**src/rtl/dram_mux_ctrl.sv**
```systemverilog
module dram_mux_ctrl #(
  parameter int ROW_W  = 11,
  parameter int COL_W  = 11,
  parameter int DATA_W = 4,
  parameter int IVL_W  = 16,
  parameter int RF_CYC = 3,
  parameter int PIN_W  = (ROW_W > COL_W) ? ROW_W : COL_W
) (
  input  logic                   clk,
  input  logic                   rst_n,
  input  logic                   req_valid,
  output logic                   req_ready,
  input  logic                   req_write,
  input  logic [ROW_W+COL_W-1:0] req_addr,
  input  logic [DATA_W-1:0]      req_wdata,
  output logic                   rsp_valid,
  output logic [DATA_W-1:0]      rsp_rdata,
  input  logic [IVL_W-1:0]       refresh_interval,
  output logic [PIN_W-1:0]       mem_addr,
  output logic                   mem_ras_n,
  output logic                   mem_cas_n,
  output logic                   mem_ce_n,
  output logic                   mem_oe_n,
  output logic                   mem_we_n,
  output logic [DATA_W-1:0]      mem_din,
  input  logic [DATA_W-1:0]      mem_dout
);
  localparam int RCW = $clog2(RF_CYC + 1);

  typedef enum logic [2:0] {S_IDLE, S_ROW, S_COL, S_PRE, S_RF, S_RPRE} st_t;
  st_t st;

  logic [ROW_W-1:0]  row_q, rf_row;
  logic [COL_W-1:0]  col_q;
  logic              wr_q;
  logic [DATA_W-1:0] wd_q;
  logic [IVL_W-1:0]  iv_cnt;
  logic              rf_pend;
  logic [RCW-1:0]    rf_cnt;

  wire iv_on  = refresh_interval != '0;
  wire iv_hit = iv_on && (iv_cnt >= refresh_interval - 1'b1);
  wire rf_go  = (st == S_IDLE) && rf_pend;

  assign req_ready = (st == S_IDLE) && !rf_pend;
  assign mem_ras_n = !(st == S_ROW || st == S_COL || st == S_RF);
  assign mem_cas_n = !(st == S_COL);
  assign mem_ce_n  = mem_ras_n;
  assign mem_we_n  = !(st == S_COL && wr_q);
  assign mem_oe_n  = !(st == S_COL && !wr_q);
  assign mem_din   = wd_q;
  assign mem_addr  = (st == S_RF)  ? PIN_W'(rf_row) :
                     (st == S_COL) ? PIN_W'(col_q)  : PIN_W'(row_q);

  always_ff @(posedge clk or negedge rst_n) begin
    if (!rst_n) begin
      iv_cnt  <= '0;
      rf_pend <= 1'b0;
    end else begin
      if (!iv_on || iv_hit) iv_cnt <= '0;
      else                  iv_cnt <= iv_cnt + 1'b1;
      if (iv_hit)     rf_pend <= 1'b1;
      else if (rf_go) rf_pend <= 1'b0;
    end
  end

  always_ff @(posedge clk or negedge rst_n) begin
    if (!rst_n) begin
      st        <= S_IDLE;
      row_q     <= '0;
      col_q     <= '0;
      wr_q      <= 1'b0;
      wd_q      <= '0;
      rf_row    <= '0;
      rf_cnt    <= '0;
      rsp_valid <= 1'b0;
      rsp_rdata <= '0;
    end else begin
      rsp_valid <= 1'b0;
      case (st)
        S_IDLE: begin
          if (rf_pend) begin
            st     <= S_RF;
            rf_cnt <= '0;
          end else if (req_valid) begin
            st    <= S_ROW;
            row_q <= req_addr[ROW_W+COL_W-1:COL_W];
            col_q <= req_addr[COL_W-1:0];
            wr_q  <= req_write;
            wd_q  <= req_wdata;
          end
        end
        S_ROW: st <= S_COL;
        S_COL: begin
          st <= S_PRE;
          if (!wr_q) begin
            rsp_valid <= 1'b1;
            rsp_rdata <= mem_dout;
          end
        end
        S_PRE: st <= S_IDLE;
        S_RF: begin
          if (rf_cnt == RCW'(RF_CYC - 1)) begin
            st     <= S_RPRE;
            rf_row <= rf_row + 1'b1;
          end else begin
            rf_cnt <= rf_cnt + 1'b1;
          end
        end
        S_RPRE: st <= S_IDLE;
        default: st <= S_IDLE;
      endcase
    end
  end

  a_r3_cas_after_row: assert property (@(posedge clk) disable iff (!rst_n)
    !mem_cas_n |-> $past(!mem_ras_n && mem_cas_n));
  a_r4_we_oe_exclusive: assert property (@(posedge clk) disable iff (!rst_n)
    !(!mem_we_n && !mem_oe_n));
  a_r5_rsp_one_cycle: assert property (@(posedge clk) disable iff (!rst_n)
    rsp_valid |=> !rsp_valid);
  a_r5_rsp_after_read_col: assert property (@(posedge clk) disable iff (!rst_n)
    rsp_valid |-> $past(!mem_cas_n && !mem_oe_n));
  a_r6_ready_not_pending: assert property (@(posedge clk) disable iff (!rst_n)
    req_ready |-> !rf_pend);
  a_r7_pend_needs_interval: assert property (@(posedge clk) disable iff (!rst_n)
    $rose(rf_pend) |-> $past(refresh_interval) != '0);
  a_r8_rf_addr_steady: assert property (@(posedge clk) disable iff (!rst_n)
    (st == S_RF && $past(st == S_RF)) |-> $stable(mem_addr));
  a_r9_row_step: assert property (@(posedge clk) disable iff (!rst_n)
    (rf_row != $past(rf_row)) |-> (rf_row == $past(rf_row) + 1'b1));
endmodule

```
**config.mk**
```make
export PLATFORM = sky130hd
export DESIGN_NAME = dram_mux_ctrl
export DESIGN_NICKNAME = d
export VERILOG_FILES = /design/src/rtl/dram_mux_ctrl.sv
export SDC_FILE = /design/constraint.sdc
export NUM_CORES = 1
export LEC_CHECK = 0
export BUFFER_PORTS_ARGS = -buffer_cell sky130_fd_sc_hd__buf_2
export CAP_MARGIN = 5
export CORE_ASPECT_RATIO = 0.5
export CORE_MARGIN = 8
export CORE_UTILIZATION = 45
export DETAILED_ROUTE_END_ITERATION = 8
export PLACE_DENSITY = 0.68
export SYNTH_ARGS = -nofsm -noshare
export SYNTH_HDL_FRONTEND = slang
export SYNTH_SLANG_ARGS = --single-unit
```
**constraint.sdc**
```tcl
create_clock -name clk -period 5.2 [get_ports clk]
set_input_delay 0.52 -clock clk [delete_from_list [all_inputs] [get_ports clk]]
set_output_delay 0.52 -clock clk [all_outputs]
set_load 0.005 [all_outputs]
```
==> results by group <==
Timing
  – Setup TNS Final: 0 ns
  – Final Setup Violations: 0
  – Actual slew at the worst max-slew pin: 1.144 ns
  – Maximum clock frequency: 281.9 MHz
  – Fin. max-slew vios: 0
  – Min cycle time layout: 3.547 ns
  – Period utilization: 0.6822
  – Hold Violations, Final: 0
  – RSZ-0062 raised after global routing: false
  – Clock skew: 0.005437 ns
  – Slew HR: 0.2352

Clocking
  – Clock edge transition at the registers on the reported setup and hold paths: 0.05 ns
  – CTS root buffer: clkbuf_16
  – H-tree levels: 3
  – Sink Count: 65
  – CTS Hold Bufs: 0
  – Maximum buffer depth of the clock tree: 2
  – Setup Buffers After CTS: 0
  – CTS buffer count: 9
  – Post-CTS resize count: 0
  – CTS tree: built
  – Clock network latency to the later pin of the worst-skew pair: 0.32 ns

Cells and area
  – Net count, final: 499
  – Area grow syn2layout: 21.68%
  – Ratio of cells with drive above 1 in the final layout: 0.2887
  – Register area: 1627 µm²
  – Filler cell count in the final layout: 726
  – Multi-input logic area: 1941 µm²
  – Diodes inserted: 0

GRT
  – Met1 global-route usage: 0.1813
  – Most used routing layer: met2
  – Grt ovf: 0
  – Vias in the first global route: 2,974
  – First-pass GRT wire length: 13.81 mm
  – M2 GR Usage: 0.2579
  – Total global-route track usage: 0.1490
  – Initial antenna violation count: 0
  – Routing usage on met3: 0.03520
  – Largest net degree at the start of global routing: 66

Synth
  – Net Count, Synth: 429
  – Synth Warn #: 0
  – Synth Area per Inst: 10.30 µm²
  – Seq/Total Area, Yosys: 0.4410
  – Synthesized flop and latch total: 65
  – Post-synth cell types: 40
  – Syn Inst Count: 358
  – Synth Cell Area: 3689 µm²

Critical path
  – FF-to-FF path depth: 3
  – Setup crit start kind: primary input
  – CP Data Arrival Time: 3.77 ns
  – CP Max Fanout: 17
  – Reg-to-Reg Start: st[1]$_DFFE_PN0P_
  – Crit path capture: iv_cnt[1]$_DFF_PN0_
  – Endpoint type of the worst setup path: register
  – CP Class: primary input to register
  – R2r setup slk: 2.46 ns
  – Reg2reg end: row_q[2]$_DFFE_PN0P_
  – Crit. Startpoint: refresh_interval[2]
  – Data required, critical path: 5.42 ns

Drt
  – Antenna Nets Post-Route: 0
  – Pre-Repair DR Iteration Count: 4
  – Iter 0 DRT Violations: 138
  – DR DRC count: 0
  – Via count: 2,889
  – Via-to-Cell Ratio: 5.301
  – DR WL/cell: 15.05 µm
  – Post-Route WL: 8.200 mm

Floorplan
  – Die Span Y: 80.02 µm
  – Die Wd: 144.0 µm
  – I/O pin count: 76
  – Starting Density: 0.4627
  – Core ar.: 7971 µm²
  – # rows: 23
  – Die area: 11,530 µm²

Pwr
  – Leak: 1.979 nW
  – Power Total: 0.002575 W
  – PwrDens: 573.7 nW/µm²
  – Peak supply drop: 0.2303 mV

Placed design
  – Port buffer count: 75
  – Detailed Place HPWL: 5.838 mm
  – Global placer's final weighted congestion: 0.7529

Job
  – Max-cap violations: 0

Min path
  – HP Class: primary input to async pin

Status
  – Status: finished, final reports clean
[power breakdown]
group / switching (W) / internal (W) / total [W] / leakage (nW)
sequential: 0.000236 / 0.000704 / 0.000940 / 0.817
clock: 0.000211 / 0.000480 / 0.000692 / 0.166
combinational: 0.000430 / 0.000513 / 0.000944 / 0.997
[worst max-delay path: stages]
cell       delay (ns)
buf_2            0.12
nor2_1           0.15
nor4b_1          0.51
nand2_1          0.25
nor3_1           0.24
xnor2_1          0.16
ha_1             0.27
a211o_1          0.25
a21oi_1          0.14
o21ai_0          0.08
nand4bb_1        0.68
nor3b_1          0.39
[logic make-up (layout without fill, tap and decap cells)]
| family | Yosys count | after routing | synth area share |
|---|---|---|---|
| simple gates | 104 | 104 | 0.1489 |
| compound gates | 66 | 66 | 0.1157 |
| flops | 65 | 65 | 0.4410 |
| xor+xnor | 39 | 39 | 0.09261 |
| mux | 32 | 32 | 0.09769 |
| buf+inv | 31 | 106 | 0.03290 |
| fa+ha+maj | 21 | 21 | 0.07123 |
[cell usage after synthesis, drive strengths merged]
master	number	share of area
nor2	20	0.022
a21oi	19	0.026
nor4bb	1	0.0027
o211a	1	0.0027
nand4bb	1	0.0031
o21ai	5	0.0068
and3	2	0.0034
mux2	32	0.098
inv	14	0.014
ha	21	0.071
xnor2	28	0.066
o211ai	1	0.0020
o22ai	23	0.039
xor2	11	0.026
or4	1	0.0020
or2	1	0.0017
nand3	9	0.012
o21a	1	0.0020
o311ai	1	0.0024
nand4	8	0.014
nor4	4	0.0068
nor3	25	0.034
a211o	2	0.0047
a31oi	1	0.0017
o22a	11	0.026
nor3b	2	0.0041
dfrtp	65	0.44
nor4b	1	0.0024
or3	3	0.0064
clkbuf	13	0.013
nor2b	3	0.0051
and4	2	0.0047
o2bb2ai	1	0.0024
buf	4	0.0054
nand3b	3	0.0061
nand2	18	0.018
[registers in the layout, indices dropped and copies added (netlist names)]
name	flops
mem_din	4
rf_row	11
row_q	11
col_q	11
st	3
rf_pend	1
wr_q	1
iv_cnt	16
rsp_valid	1
rsp_rdata	4
rf_cnt	2
[final cells by class]
class | instances | share of cell area
well taps | 112 | 0.03122
clock buffers | 11 | 0.05408
multi-input cells | 262 | 0.4324
repair buffers | 76 | 0.08531
clock inverters | 5 | 0.02286
flip-flops and latches | 65 | 0.3624
inverters | 14 | 0.01171
[per-stage QoR]
step	worst slack [ns]	instances	util	hold WS, ns	cell area, µm²
floorplan	1.809	358	-	0.2244	3689
global placement	1.351	529	0.5197	0.4663	4143
detailed placement	1.271	529	0.5197	0.4674	4143
CTS	1.621	545	0.5630	0.4072	4488
global route	1.016	545	0.5630	0.4153	4488
finish	1.653	545	0.5630	0.3878	4488
[cell usage in the layout (no fill, tap or decap), types with 11 or more instances in the layout]
cell,synthesis,final
o22ai_1,23,23
nor2_1,19,19
buf_2,1,75
inv_1,14,14
o22a_1,11,11
mux2_2,32,32
dfrtp_1,65,65
nor3_1,25,25
xor2_1,11,11
xnor2_1,28,28
ha_1,21,21
nand2_1,18,18
a21oi_1,19,19
[how the worst min path moves through the flow]
stage | to | slack (ns) | startpoint
floorplan | col_q[0]$_DFFE_PN0P_ | 0.22 | rst_n
global placement | rf_row[10]$_DFFE_PN0P_ | 0.47 | rf_row[10]$_DFFE_PN0P_
detailed placement | rf_row[10]$_DFFE_PN0P_ | 0.47 | rf_row[10]$_DFFE_PN0P_
CTS | iv_cnt[5]$_DFF_PN0_ | 0.41 | rst_n
global route | row_q[9]$_DFFE_PN0P_ | 0.42 | req_addr[20]
finish | iv_cnt[11]$_DFF_PN0_ | 0.39 | rst_n
[layer usage]
metal,vias up,share of wire
met3,6,0.030
met1,1392,0.47
met5,-,0
met2,46,0.49
li1,1445,-
met4,0,0.0093
Note: power is estimated with default switching activity, not from simulation.
